<file path="src/rtl/gcd_pkg.sv">
package gcd_pkg;

    typedef enum logic [1:0] {
        ST_IDLE = 2'd0,
        ST_RUN  = 2'd1,
        ST_DONE = 2'd2
    } gcd_state_e;

    typedef enum logic [1:0] {
        XSRC_OPND = 2'd0,
        XSRC_Y    = 2'd1,
        XSRC_DIFF = 2'd2
    } gcd_xsrc_e;

    typedef struct packed {
        logic      load;
        logic      x_en;
        logic      y_en;
        gcd_xsrc_e xsrc;
    } gcd_ctl_t;

    typedef struct packed {
        logic lt;
        logic zero;
    } gcd_flags_t;

    function automatic gcd_ctl_t ctl_make(logic ld, logic xe, logic ye, gcd_xsrc_e src);
        gcd_ctl_t c;
        c.load = ld;
        c.x_en = xe;
        c.y_en = ye;
        c.xsrc = src;
        return c;
    endfunction

endpackage

</file>
<file path="src/rtl/gcd_dpath.sv">
module gcd_dpath
    import gcd_pkg::*;
#(
    parameter int WIDTH = 32
) (
    input  logic             clk,
    input  logic             rst,
    input  gcd_ctl_t         ctl,
    input  logic [WIDTH-1:0] opa,
    input  logic [WIDTH-1:0] opb,
    output logic [WIDTH-1:0] x_q,
    output logic [WIDTH-1:0] y_q,
    output gcd_flags_t       flags_q
);
    localparam int DW = WIDTH + 1;

    logic [DW-1:0]    diff_w;
    logic [WIDTH-1:0] x_next;
    logic [WIDTH-1:0] y_next;
    gcd_flags_t       flags_next;

    // one subtractor, one bit wider: top bit is the unsigned borrow
    assign diff_w = {1'b0, x_q} - {1'b0, y_q};

    always_comb begin
        case (ctl.xsrc)
            XSRC_OPND: x_next = opa;
            XSRC_Y:    x_next = y_q;
            default:   x_next = diff_w[WIDTH-1:0];
        endcase
    end

    assign y_next = ctl.load ? opb : x_q;

    assign flags_next.lt   = diff_w[DW-1];
    assign flags_next.zero = (y_q == '0);

    always_ff @(posedge clk) begin
        if (rst) begin
            x_q <= '0;
        end else if (ctl.x_en) begin
            x_q <= x_next;
        end
    end

    always_ff @(posedge clk) begin
        if (rst) begin
            y_q <= '0;
        end else if (ctl.y_en) begin
            y_q <= y_next;
        end
    end

    always_ff @(posedge clk) begin
        if (rst) begin
            flags_q <= '0;
        end else begin
            flags_q <= flags_next;
        end
    end

endmodule

</file>
<file path="src/rtl/gcd_ctrl.sv">
module gcd_ctrl
    import gcd_pkg::*;
(
    input  logic       clk,
    input  logic       rst,
    input  logic       start,
    input  gcd_flags_t flags,
    output gcd_ctl_t   ctl,
    output gcd_state_e state_q,
    output logic       done
);
    gcd_state_e state_n;
    logic       fresh_q;
    logic       fresh_n;

    always_comb begin
        ctl     = ctl_make(1'b0, 1'b0, 1'b0, XSRC_OPND);
        state_n = state_q;
        fresh_n = fresh_q;
        case (state_q)
            ST_RUN: begin
                if (!fresh_q) begin
                    fresh_n = 1'b1;
                end else if (flags.lt) begin
                    ctl     = ctl_make(1'b0, 1'b1, 1'b1, XSRC_Y);
                    fresh_n = 1'b0;
                end else if (!flags.zero) begin
                    ctl     = ctl_make(1'b0, 1'b1, 1'b0, XSRC_DIFF);
                    fresh_n = 1'b0;
                end else begin
                    state_n = ST_DONE;
                end
            end
            default: begin
                if (start) begin
                    ctl     = ctl_make(1'b1, 1'b1, 1'b1, XSRC_OPND);
                    state_n = ST_RUN;
                    fresh_n = 1'b0;
                end
            end
        endcase
    end

    always_ff @(posedge clk) begin
        if (rst) begin
            state_q <= ST_IDLE;
            fresh_q <= 1'b0;
        end else begin
            state_q <= state_n;
            fresh_q <= fresh_n;
        end
    end

    assign done = (state_q == ST_DONE);

endmodule

</file>
<file path="src/rtl/gcd_sub_swap.sv">
module gcd_sub_swap
    import gcd_pkg::*;
#(
    parameter int WIDTH = 32
) (
    input  logic             clk,
    input  logic             rst,
    input  logic             start_i,
    input  logic [WIDTH-1:0] opa_i,
    input  logic [WIDTH-1:0] opb_i,
    output logic             done_o,
    output logic [WIDTH-1:0] result_o
);
    gcd_ctl_t         ctl_w;
    gcd_flags_t       flags_w;
    gcd_state_e       state_w;
    logic [WIDTH-1:0] x_w;
    logic [WIDTH-1:0] y_w;

    gcd_ctrl i_ctrl (
        .clk     (clk),
        .rst     (rst),
        .start   (start_i),
        .flags   (flags_w),
        .ctl     (ctl_w),
        .state_q (state_w),
        .done    (done_o)
    );

    gcd_dpath #(.WIDTH(WIDTH)) i_dpath (
        .clk     (clk),
        .rst     (rst),
        .ctl     (ctl_w),
        .opa     (opa_i),
        .opb     (opb_i),
        .x_q     (x_w),
        .y_q     (y_w),
        .flags_q (flags_w)
    );

    assign result_o = x_w;

endmodule

</file>
<file path="config.mk">
export PLATFORM = sky130hd
export DESIGN_NAME = gcd_sub_swap
export DESIGN_NICKNAME = d
export VERILOG_FILES = /design/src/rtl/gcd_pkg.sv /design/src/rtl/gcd_dpath.sv /design/src/rtl/gcd_ctrl.sv /design/src/rtl/gcd_sub_swap.sv
export SDC_FILE = /design/constraint.sdc
export NUM_CORES = 1
export LEC_CHECK = 0
export ABC_AREA = 1
export ABC_CLOCK_PERIOD_IN_PS = 2060
export BUFFER_PORTS_ARGS = -buffer_cell sky130_fd_sc_hd__buf_2
export CAP_MARGIN = 0
export CORE_UTILIZATION = 45
export CTS_CLUSTER_SIZE = 14
export DETAILED_ROUTE_END_ITERATION = 12
export PLACE_DENSITY = 0.74
export SYNTH_ARGS = -nofsm -noshare
export SYNTH_HDL_FRONTEND = slang
export SYNTH_SLANG_ARGS = --single-unit
</file>
<file path="constraint.sdc">
create_clock -name clk -period 2.06 [get_ports clk]
set_input_delay 0.206 -clock clk [delete_from_list [all_inputs] [get_ports clk]]
set_output_delay 0.206 -clock clk [all_outputs]
set_load 0.05 [all_outputs]
</file>
# == Word level (Yosys, flattened, before mapping) ==
# Index checks and enable logic that the tools add are counted.
# W data, S select, Z words.
# word_totals
reg_bits,69
input_bits,67
# classes
add_sub_neg,1
n_eq_ne,6
n_mux,17
n_reduce_logical,4
# ops
operator,count
$pmux W32 S2,1
$sub A32 B32 Y33,1
$logic_not A32 Y1,1
$mux W32,1
$mux W5,4
$mux W2,5
$mux W1,5
$eq A2 B1 Y1 const B,2
$mux W4,1
$ne A2 B1 Y1 const B,2
$reduce_and A4 Y1,1
$eq A2 B2 Y1 const B,1
$logic_not A2 Y1,1
$ne A2 B2 Y1 const B,1
$reduce_bool A2 Y1,1

# == Logic depth before layout (Yosys ltp) ==
# Gate-level depths: netlist of run 1.
# logic_depth
depth_word,6
ltp_mapped,15
depth_no_buf,15

# == Hierarchy ==
# From an unflattened synthesis of run 1, not the netlist that was laid out.
# hier_totals
hier_cells,987
hier_area_um2,5949.5
# by_module_without_submodules
module,n_inst,cells_each,area_per_inst_um2
gcd_dpath,1,955,5754.3
gcd_ctrl,1,32,195.2

# == Worst setup path before layout of run 1 ==
# Ideal clock, no wire load.
# synth_timing
path_type,reg2reg
startpoint,reg i_dpath.x_q[0]
endpoint,reg i_dpath.x_q[16]
arrival_time_ps,2004
required_time_ps,1941
setup_slack_ps,-63
stages_incl_launch_ff,14
period_less_slack_ps,2123
path_cell_list,dfxtp_1 > inv_1 > ha_1 > inv_1 > fa_1 > nand3_1 > nand3_1 > nand2_1 > nand2_1 > nand2_1 > nand2_1 > xor2_1 > o21ai_0 > nand2_1
# synth_between
elab_chain_cells,2
# synth_lines
element,line_no,rtl
start: declaration,gcd_dpath.sv:11,"output logic [WIDTH-1:0] x_q,"
start signal: assignment,gcd_dpath.sv:42,x_q <= x_next;
$sub A32 B32 Y33,gcd_dpath.sv:23,"assign diff_w = {1'b0, x_q} - {1'b0, y_q};"
$pmux W32 S2,gcd_dpath.sv:26,case (ctl.xsrc)
# Every way passes these cells.
# A chain may end at the register's enable or synchronous reset.

# == Final worst setup path of run 1 ==
# layout_timing
startpoint,reg i_dpath.x_q[0]
endpoint,reg i_dpath.x_q[28]
# Same word-level chain as after synthesis.

==> metrics.txt, run 1 <==
# TYPE chip_impl_metric gauge
chip_impl_metric{name="global_route.overflow_total",unit=""} 0
chip_impl_metric{name="die_area",unit="sq mm"} 0.0132
chip_impl_metric{name="power_switching",unit="uW"} 2660
chip_impl_metric{name="first_global_vias",unit=""} 6455
chip_impl_metric{name="place.port_buffers",unit=""} 99
chip_impl_metric{name="sequential_area_share_after_synthesis",unit="%"} 24.0
chip_impl_info{name="netlist.top_cell.by_area",value="sky130_fd_sc_hd__dfxtp_1"} 1
chip_impl_metric{name="detailedRoute.firstIterationViolations",unit=""} 374
chip_impl_info{name="cp_cell_sequence",value="inv_1 > ha_1 > inv_1 > fa_2 > nand3_1 > nand3_2 > nand3_1 > nand3_2 > nand2_1 > nand2_1 > nand2_1 > nand3_1 > a21oi_1"} 1
chip_impl_info{name="most_frequent_cell_after_synthesis",value="sky130_fd_sc_hd__nand2_1"} 1
chip_impl_metric{name="relative_area_change_from_synthesis_to_final_layout",unit="%"} 27.0
chip_impl_metric{name="routed_wire_length_per_instance",unit="microns"} 15.3
chip_impl_info{name="cp-end-kind",value="flop"} 1
chip_impl_metric{name="grt_pass1_wl",unit="microns"} 31500
chip_impl_metric{name="synthesis.nets",unit=""} 1094
chip_impl_metric{name="globalRouteTotalUtil",unit="%"} 31.2
chip_impl_metric{name="cts_inserted_buffers",unit=""} 9
chip_impl_metric{name="synth-seq-cells",unit=""} 69
chip_impl_metric{name="whs",unit="ns"} 0.140
chip_impl_info{name="rsz0062_at_grt",value="true"} 1
chip_impl_metric{name="pwr_density_cell",unit="mW/mm^2"} 822
chip_impl_metric{name="floorplan.die.width",unit="microns"} 115
chip_impl_metric{name="antenna_cells_inserted",unit=""} 0
chip_impl_metric{name="post_cts_hold_buffer_count",unit=""} 0
chip_impl_metric{name="p_clk_share",unit="%"} 24.0
chip_impl_metric{name="drv_slew",unit=""} 0
chip_impl_metric{name="routed_wl",unit="microns"} 20000
chip_impl_metric{name="clk_pin_slew",unit="ns"} 0.06
chip_impl_metric{name="post-route-period-util",unit="%"} 95.9
chip_impl_metric{name="initial_core_util",unit="%"} 47.1
chip_impl_metric{name="cts.sink_count",unit=""} 69
chip_impl_metric{name="place.gp.congestion",unit=""} 1.01
chip_impl_metric{name="syn_avg_cell_area",unit="sq um"} 5.78
chip_impl_metric{name="synth.top_cell.area_share",unit="%"} 24.0
chip_impl_metric{name="yosys_warnings",unit=""} 0
chip_impl_metric{name="finalInstanceArea",unit="sq mm"} 0.00730
chip_impl_metric{name="clk_latency",unit="ns"} 0.35
chip_impl_metric{name="timing.critical_path.required",unit="ns"} 2.34
chip_impl_metric{name="seqPwrFrac",unit="%"} 25.9
chip_impl_info{name="worst_r2r_startpoint",value="i_dpath.x_q[0]"} 1
chip_impl_metric{name="core_footprint",unit="sq mm"} 0.0122
chip_impl_metric{name="antenna_violating_nets_post_route",unit=""} 0
chip_impl_metric{name="power.static_leakage",unit="uW"} 0.00378
chip_impl_metric{name="route.detailed.vias_per_inst",unit=""} 5.17
chip_impl_metric{name="placedInstanceArea",unit="sq mm"} 0.00680
chip_impl_metric{name="io_pins",unit=""} 100
chip_impl_metric{name="finalWorstPathRequiredPeriod",unit="ns"} 1.98
chip_impl_metric{name="clockBufferDepth",unit=""} 2
chip_impl_metric{name="detailedRoute.firstPassIterationCount",unit=""} 5
chip_impl_metric{name="finish.net_count",unit=""} 1236
chip_impl_info{name="hold_path.class",value="input pin to flop"} 1
chip_impl_info{name="root_buffer",value="sky130_fd_sc_hd__clkbuf_16"} 1
chip_impl_metric{name="p_int",unit="uW"} 3340
chip_impl_metric{name="placement_rows",unit=""} 40
chip_impl_metric{name="switching_share",unit="%"} 44.3
chip_impl_metric{name="worstPathArrival",unit="ns"} 2.26
chip_impl_metric{name="path_max_fanout",unit=""} 4
chip_impl_info{name="hold_path_origin",value="opb_i[2]"} 1
chip_impl_metric{name="post_cts_buffers",unit=""} 0
chip_impl_info{name="cp_top_family",value="simple AND/OR/NAND/NOR gates"} 1
chip_impl_info{name="post_synth_most_frequent_cells",value="sky130_fd_sc_hd__nand2_1, sky130_fd_sc_hd__inv_1, sky130_fd_sc_hd__a21oi_1"} 1
chip_impl_metric{name="floorplan.die.height",unit="microns"} 115
chip_impl_metric{name="critical-path-max-stage-delay",unit="ns"} 0.38
chip_impl_info{name="crit_slowest_cell",value="sky130_fd_sc_hd__fa_2"} 1
chip_impl_metric{name="antenna_found_initial",unit=""} 0
chip_impl_metric{name="number_of_synthesized_flops_with_an_enable_pin",unit=""} 0
chip_impl_metric{name="htree_levels",unit=""} 3
chip_impl_metric{name="synth.lib_cells_used.distinct",unit=""} 35
chip_impl_metric{name="final.setup_skew",unit="ns"} 0.00769
chip_impl_info{name="synth_flop_cell",value="sky130_fd_sc_hd__dfxtp_1"} 1
chip_impl_metric{name="largest_net_degree_at_the_start_of_global_routing",unit=""} 37
chip_impl_info{name="timing.critical_path.from",value="i_dpath.x_q[0]"} 1
chip_impl_metric{name="report.final.hold_viol_count",unit=""} 0
chip_impl_metric{name="setup_violations",unit=""} 0
chip_impl_metric{name="comb_power_share",unit="%"} 50.0
chip_impl_metric{name="postSynth.asyncResetShare",unit="%"} 0
chip_impl_info{name="crit_type",value="flop to flop"} 1
chip_impl_info{name="setup.worst_path.start_class",value="flop"} 1
chip_impl_metric{name="remaining_routing_drc_violations",unit=""} 0
chip_impl_metric{name="max_freq",unit="MHz"} 506
chip_impl_metric{name="cts.repair.resized",unit=""} 1
chip_impl_metric{name="slew_headroom",unit="%"} 63.6
chip_impl_metric{name="layout-drive-gt1-share",unit="%"} 22.2
chip_impl_metric{name="number_of_inserted_filler_cells_in_the_final_layout",unit=""} 1285
chip_impl_metric{name="num_vias",unit=""} 6767
chip_impl_metric{name="irDropWorstVdd",unit="mV"} 0.494
chip_impl_info{name="clock_tree_from_tritoncts",value="yes"} 1
chip_impl_metric{name="mappedNetlistArea",unit="sq mm"} 0.00575
chip_impl_metric{name="total_of_max_cap_violations",unit=""} 0
chip_impl_info{name="top_cells_by_area_in_the_synthesized_netlist",value="sky130_fd_sc_hd__dfxtp_1, sky130_fd_sc_hd__nand2_1, sky130_fd_sc_hd__inv_1, sky130_fd_sc_hd__a21oi_1, sky130_fd_sc_hd__ha_1"} 1
chip_impl_metric{name="worst_path_buffer_plus_inverter_count",unit=""} 2
chip_impl_metric{name="post-dp-hpwl",unit="microns"} 15900
chip_impl_metric{name="tightestPinTransition",unit="ns"} 0.540
chip_impl_info{name="outcome",value="complete, no violations"} 1
chip_impl_metric{name="synthesis.instances",unit=""} 994
stage by stage:
stage                     power (uW)  worst slack, ns  util [%]  cells  setup TNS, ns
after floorplan                 3480           0.0494         -    994              0
after global placement          4340         -0.00103      55.7   1293       -0.00103
after detailed placement        4360          -0.0497      55.7   1293         -0.165
after CTS                       5810           0.0180      57.9   1308              0
after global routing            6420          -0.0275      59.8   1308         -0.149
final                           6000           0.0839      59.8   1308              0
logic make-up (layout without fill, tap and decap cells):
| family | count (synthesis) | count (layout) | synth area share [%] |
|---|---|---|---|
| xor gates and xnor gates | 12 | 12 | 1.83 |
| buffers and inverters | 194 | 340 | 13.2 |
| adders and majority gates | 33 | 33 | 7.32 |
| DFF | 69 | 69 | 24.0 |
| AOI/OAI and AO/OA | 179 | 179 | 17.6 |
| and+or+nand+nor | 507 | 507 | 35.9 |
registers in the layout, summed over array words and instances (netlist names):
signal and count:
i_dpath.y_q 32, i_dpath.flags_q 2, i_dpath.x_q 32, i_ctrl.fresh_q 1, i_ctrl.state_q 2
final timing paths:
path	cells past startpoint	slack, ns	end
setup / recovery	13	0.08	i_dpath.x_q[28]
hold / removal	3	0.14	i_dpath.y_q[2]
setup reg to reg	13	0.08	i_dpath.x_q[28]
hold reg to reg	2	0.50	i_dpath.x_q[21]
placed cells by master, fill, tap and decap left out, types with 4 or more instances in the layout:
cell,count
sky130_fd_sc_hd__ha_2,6
sky130_fd_sc_hd__inv_2,6
sky130_fd_sc_hd__clkbuf_16,9
sky130_fd_sc_hd__nand2_1,316
sky130_fd_sc_hd__a22oi_1,7
sky130_fd_sc_hd__a31oi_1,10
sky130_fd_sc_hd__a21oi_1,99
sky130_fd_sc_hd__nand4_1,4
sky130_fd_sc_hd__buf_2,99
sky130_fd_sc_hd__ha_1,20
sky130_fd_sc_hd__a211oi_1,8
sky130_fd_sc_hd__dfxtp_1,68
sky130_fd_sc_hd__a211oi_2,6
sky130_fd_sc_hd__buf_4,62
sky130_fd_sc_hd__nand3_1,42
sky130_fd_sc_hd__nand3_2,9
sky130_fd_sc_hd__nor2_4,4
sky130_fd_sc_hd__nand2_2,16
sky130_fd_sc_hd__nor2_2,12
sky130_fd_sc_hd__ha_4,6
sky130_fd_sc_hd__nor2_1,83
sky130_fd_sc_hd__nor3_1,5
sky130_fd_sc_hd__o21ai_0,34
sky130_fd_sc_hd__xor2_1,10
sky130_fd_sc_hd__a21oi_2,5
sky130_fd_sc_hd__o211ai_1,7
sky130_fd_sc_hd__nor4_1,8
sky130_fd_sc_hd__inv_1,156
power groups by stage:
| stage | Combinational [uW] | Sequential [uW] | Clock (uW) |
|---|---|---|---|
| finish | 3000 | 1560 | 1440 |
| global route | 3330 | 1570 | 1520 |
| CTS | 2800 | 1550 | 1460 |
| detailed placement | 2790 | 1580 | 0 |
| global placement | 2770 | 1570 | 0 |
| floorplan | 1690 | 1790 | 0 |
metal layers:
| layer | wire [microns] | vias to the layer above | track usage [%] | share of wire [%] |
|---|---|---|---|---|
| li1 | - | 3434 | - | - |
| met2 | 9850 | 206 | 56.4 | 49 |
| met5 | 0 | - | 0 | 0 |
| met4 | 839 | 0 | 15.2 | 4.2 |
| met1 | 8460 | 3071 | 35.5 | 42 |
| met3 | 888 | 56 | 5.22 | 4.4 |
layout make-up:
cell class                      count  area, sq um  area share (%)
Multi-Input combinational cell    731         3840            52.6
Sequential cell                    69         1380            18.9
Timing Repair Buffer              163          992            13.6
Inverter                          162          608            8.33
Clock buffer                       11          243            3.33
Tap cell                          168          210            2.88
Clock inverter                      4         25.0           0.343
worst register-to-register path, cell delays in order, from the launching register on:
cell and delay, ns:
sky130_fd_sc_hd__dfxtp_2 0.33, sky130_fd_sc_hd__inv_1 0.07, sky130_fd_sc_hd__ha_1 0.14, sky130_fd_sc_hd__inv_1 0.06
sky130_fd_sc_hd__fa_2 0.38, sky130_fd_sc_hd__nand3_1 0.11, sky130_fd_sc_hd__nand3_2 0.11, sky130_fd_sc_hd__nand3_1 0.12
sky130_fd_sc_hd__nand3_2 0.15, sky130_fd_sc_hd__nand2_1 0.12, sky130_fd_sc_hd__nand2_1 0.06, sky130_fd_sc_hd__nand2_1 0.06
sky130_fd_sc_hd__nand3_1 0.07, sky130_fd_sc_hd__a21oi_1 0.13
Power figures use the tool's default switching activity.
==> run 2: changes to the inputs <==
==> constraint.sdc (replaced) <==
create_clock -name clk -period 2.06 [get_ports clk]
set_input_delay 0.412 -clock clk [delete_from_list [all_inputs] [get_ports clk]]
set_output_delay 0.412 -clock clk [all_outputs]
set_load 0.05 [all_outputs]
==> run 2 against run 1 <==
Clock skew down 0.0016 ns. Critical path depth down 4. Total power up 2.3%. Routed wire length down 0.15%. Hold slack better by 0.20 ns. Die area unchanged. Global-route usage down 0.39 points. Cell count up 0.46%. Critical endpoint is now i_dpath.x_q[25]. Highest routed layer unchanged.
==> metrics.txt, run 2 (synthesis results as in run 1) <==
# TYPE chip_impl_metric gauge
chip_impl_metric{name="globalRouteTotalUtil",unit="%"} 30.8
chip_impl_metric{name="die_area",unit="sq mm"} 0.0132
chip_impl_info{name="cp-end-kind",value="flop"} 1
chip_impl_info{name="timing.critical_path.from",value="i_dpath.y_q[21]"} 1
chip_impl_metric{name="placed_instances",unit=""} 1297
chip_impl_metric{name="place.gp.congestion",unit=""} 1.00
chip_impl_metric{name="initial_core_util",unit="%"} 47.1
chip_impl_metric{name="post-route-period-util",unit="%"} 94.9
chip_impl_metric{name="htree_levels",unit=""} 3
chip_impl_metric{name="post-dp-hpwl",unit="microns"} 15700
chip_impl_metric{name="clockBufferDepth",unit=""} 2
chip_impl_metric{name="layout-drive-gt1-share",unit="%"} 21.9
chip_impl_metric{name="finish.net_count",unit=""} 1241
chip_impl_metric{name="relative_area_change_from_synthesis_to_final_layout",unit="%"} 27.6
chip_impl_metric{name="antenna_found_initial",unit=""} 0
chip_impl_metric{name="final.setup_skew",unit="ns"} 0.00607
chip_impl_metric{name="grt_pass1_wl",unit="microns"} 30900
chip_impl_metric{name="finalWorstPathRequiredPeriod",unit="ns"} 1.96
chip_impl_metric{name="pwr_density_cell",unit="mW/mm^2"} 837
chip_impl_metric{name="floorplan.die.height",unit="microns"} 115
chip_impl_metric{name="route.met3.wl",unit="microns"} 866
chip_impl_metric{name="wl_met1",unit="microns"} 8530
chip_impl_metric{name="antenna_cells_inserted",unit=""} 0
chip_impl_metric{name="power.static_leakage",unit="uW"} 0.00382
chip_impl_info{name="rsz0062_at_grt",value="true"} 1
chip_impl_metric{name="largest_net_degree_at_the_start_of_global_routing",unit=""} 37
chip_impl_metric{name="remaining_routing_drc_violations",unit=""} 0
chip_impl_metric{name="wl_met2",unit="microns"} 9890
chip_impl_metric{name="report.final.hold_viol_count",unit=""} 0
chip_impl_info{name="crit_type",value="flop to flop"} 1
chip_impl_metric{name="num_vias",unit=""} 6715
chip_impl_metric{name="number_of_inserted_filler_cells_in_the_final_layout",unit=""} 1256
chip_impl_info{name="timing.critical_path.to",value="i_dpath.x_q[25]"} 1
chip_impl_metric{name="detailedRoute.firstIterationViolations",unit=""} 408
chip_impl_metric{name="clk_pin_slew",unit="ns"} 0.06
chip_impl_info{name="outcome",value="complete, no violations"} 1
chip_impl_info{name="most_common_library_cell_in_the_layout_ignoring_fill_and_taps",value="sky130_fd_sc_hd__nand2_1"} 1
chip_impl_metric{name="detailedRoute.firstPassIterationCount",unit=""} 5
chip_impl_info{name="clock_tree_from_tritoncts",value="yes"} 1
chip_impl_info{name="worstReg2RegEnd",value="i_dpath.x_q[25]"} 1
chip_impl_metric{name="setup_violations",unit=""} 0
chip_impl_metric{name="placement_rows",unit=""} 40
chip_impl_metric{name="slew_headroom",unit="%"} 62.7
chip_impl_metric{name="place.port_buffers",unit=""} 99
chip_impl_metric{name="core_footprint",unit="sq mm"} 0.0122
chip_impl_metric{name="path_max_fanout",unit=""} 5
chip_impl_metric{name="timing.critical_path.required",unit="ns"} 2.34
chip_impl_info{name="worst_r2r_startpoint",value="i_dpath.y_q[21]"} 1
chip_impl_metric{name="cts.sink_count",unit=""} 69
chip_impl_metric{name="drv_slew",unit=""} 0
chip_impl_metric{name="antenna_violating_nets_post_route",unit=""} 0
chip_impl_metric{name="first_global_vias",unit=""} 6305
chip_impl_metric{name="route.detailed.vias_per_inst",unit=""} 5.11
chip_impl_metric{name="r2r.worst_path.cells",unit=""} 9
chip_impl_metric{name="total_of_max_cap_violations",unit=""} 0
chip_impl_metric{name="tightestPinTransition",unit="ns"} 0.556
chip_impl_metric{name="worstPathArrival",unit="ns"} 2.24
chip_impl_info{name="most-common-layout-cells",value="sky130_fd_sc_hd__nand2_1, sky130_fd_sc_hd__inv_1, sky130_fd_sc_hd__buf_2, sky130_fd_sc_hd__a21oi_1, sky130_fd_sc_hd__nor2_1"} 1
chip_impl_metric{name="finalSetupTns",unit="ns"} 0
chip_impl_metric{name="layoutNonFillerInstCount",unit=""} 1314
chip_impl_metric{name="whs",unit="ns"} 0.342
chip_impl_metric{name="clk_latency",unit="ns"} 0.35
chip_impl_info{name="topRoutingLayerUsed",value="met4"} 1
chip_impl_metric{name="routed_wl",unit="microns"} 20000
chip_impl_metric{name="floorplan.die.width",unit="microns"} 115
chip_impl_metric{name="global_route.overflow_total",unit=""} 0
chip_impl_metric{name="reg2reg_slack",unit="ns"} 0.10
chip_impl_info{name="hold_path.class",value="input pin to flop"} 1
chip_impl_metric{name="io_pins",unit=""} 100
chip_impl_info{name="root_buffer",value="sky130_fd_sc_hd__clkbuf_16"} 1
chip_impl_info{name="setup.worst_path.start_class",value="flop"} 1
chip_impl_metric{name="irDropWorstVdd",unit="mV"} 0.428
chip_impl_metric{name="cts_inserted_buffers",unit=""} 9
chip_impl_metric{name="routed_wire_length_per_instance",unit="microns"} 15.2
chip_impl_metric{name="max_freq",unit="MHz"} 511
chip_impl_info{name="top_regs",value="i_dpath.x_q x32, i_dpath.y_q x32"} 1
[run 2: final cells by class]
| class | count | area [sq um] | share of cell area (%) |
|---|---|---|---|
| Sequential cell | 69 | 1380 | 18.9 |
| Clock buffer | 12 | 246 | 3.36 |
| Inverter | 162 | 608 | 8.29 |
| Clock inverter | 4 | 47.5 | 0.649 |
| Multi-Input combinational cell | 731 | 3810 | 52.0 |
| Tap cell | 168 | 210 | 2.87 |
| Timing Repair Buffer | 168 | 1030 | 14.0 |
[run 2: through the flow]
| stage | power, uW | utilization [%] | worst slack, ns | area [sq um] |
|---|---|---|---|---|
| after detailed placement | 4360 | 55.9 | -0.0864 | 6830 |
| after global routing | 6530 | 60.0 | -0.0222 | 7330 |
| after global placement | 4350 | 55.9 | 0.00571 | 6830 |
| after CTS | 5940 | 58.4 | 0.000472 | 7130 |
| after floorplan | 3480 | - | 0.0494 | 5750 |
| final | 6130 | 60.0 | 0.104 | 7330 |
[run 2: power breakdown]
part,total [uW],switching [uW],internal [uW]
clock network,1580,612,967
registers,1550,96.9,1450
logic,3010,1950,1060
total,6130,2650,3480
[run 2: worst min path at each step]
stage	from	to	slack, ns	cells past startpoint
finish	opb_i[2]	i_dpath.y_q[2]	0.34	3
global route	opb_i[30]	i_dpath.y_q[30]	0.35	3
detailed placement	i_dpath.x_q[21]	i_dpath.x_q[21]	0.49	2
floorplan	i_dpath.y_q[30]	i_dpath.y_q[30]	0.47	2
global placement	i_dpath.x_q[21]	i_dpath.x_q[21]	0.48	2
CTS	opb_i[29]	i_dpath.y_q[29]	0.34	3
[run 2: timing repair]
action / 4_1_cts / 5_1_grt
setup buffers: 0 / 1
hold buffers: 0 / 0
gates resized for setup: 1 / 48
endpoints found under the setup margin: 5 / 21
pin swaps: 0 / 4
[run 2: critical path, cell delays in order (launching register included)]
cell and delay, ns:
sky130_fd_sc_hd__dfxtp_1 0.37, sky130_fd_sc_hd__inv_1 0.07, sky130_fd_sc_hd__ha_1 0.37, sky130_fd_sc_hd__nand2_1 0.13
sky130_fd_sc_hd__nor2_1 0.19, sky130_fd_sc_hd__and3_1 0.23, sky130_fd_sc_hd__nand3_1 0.14, sky130_fd_sc_hd__nand3_1 0.11
sky130_fd_sc_hd__nand3_1 0.13, sky130_fd_sc_hd__a21oi_1 0.15
[run 2: per-layer routing]
metal | GRT usage (%) | vias up
met5 | 0 | -
li1 | - | 3451
met3 | 4.64 | 45
met2 | 56.7 | 203
met4 | 14.2 | 0
met1 | 34.9 | 3016
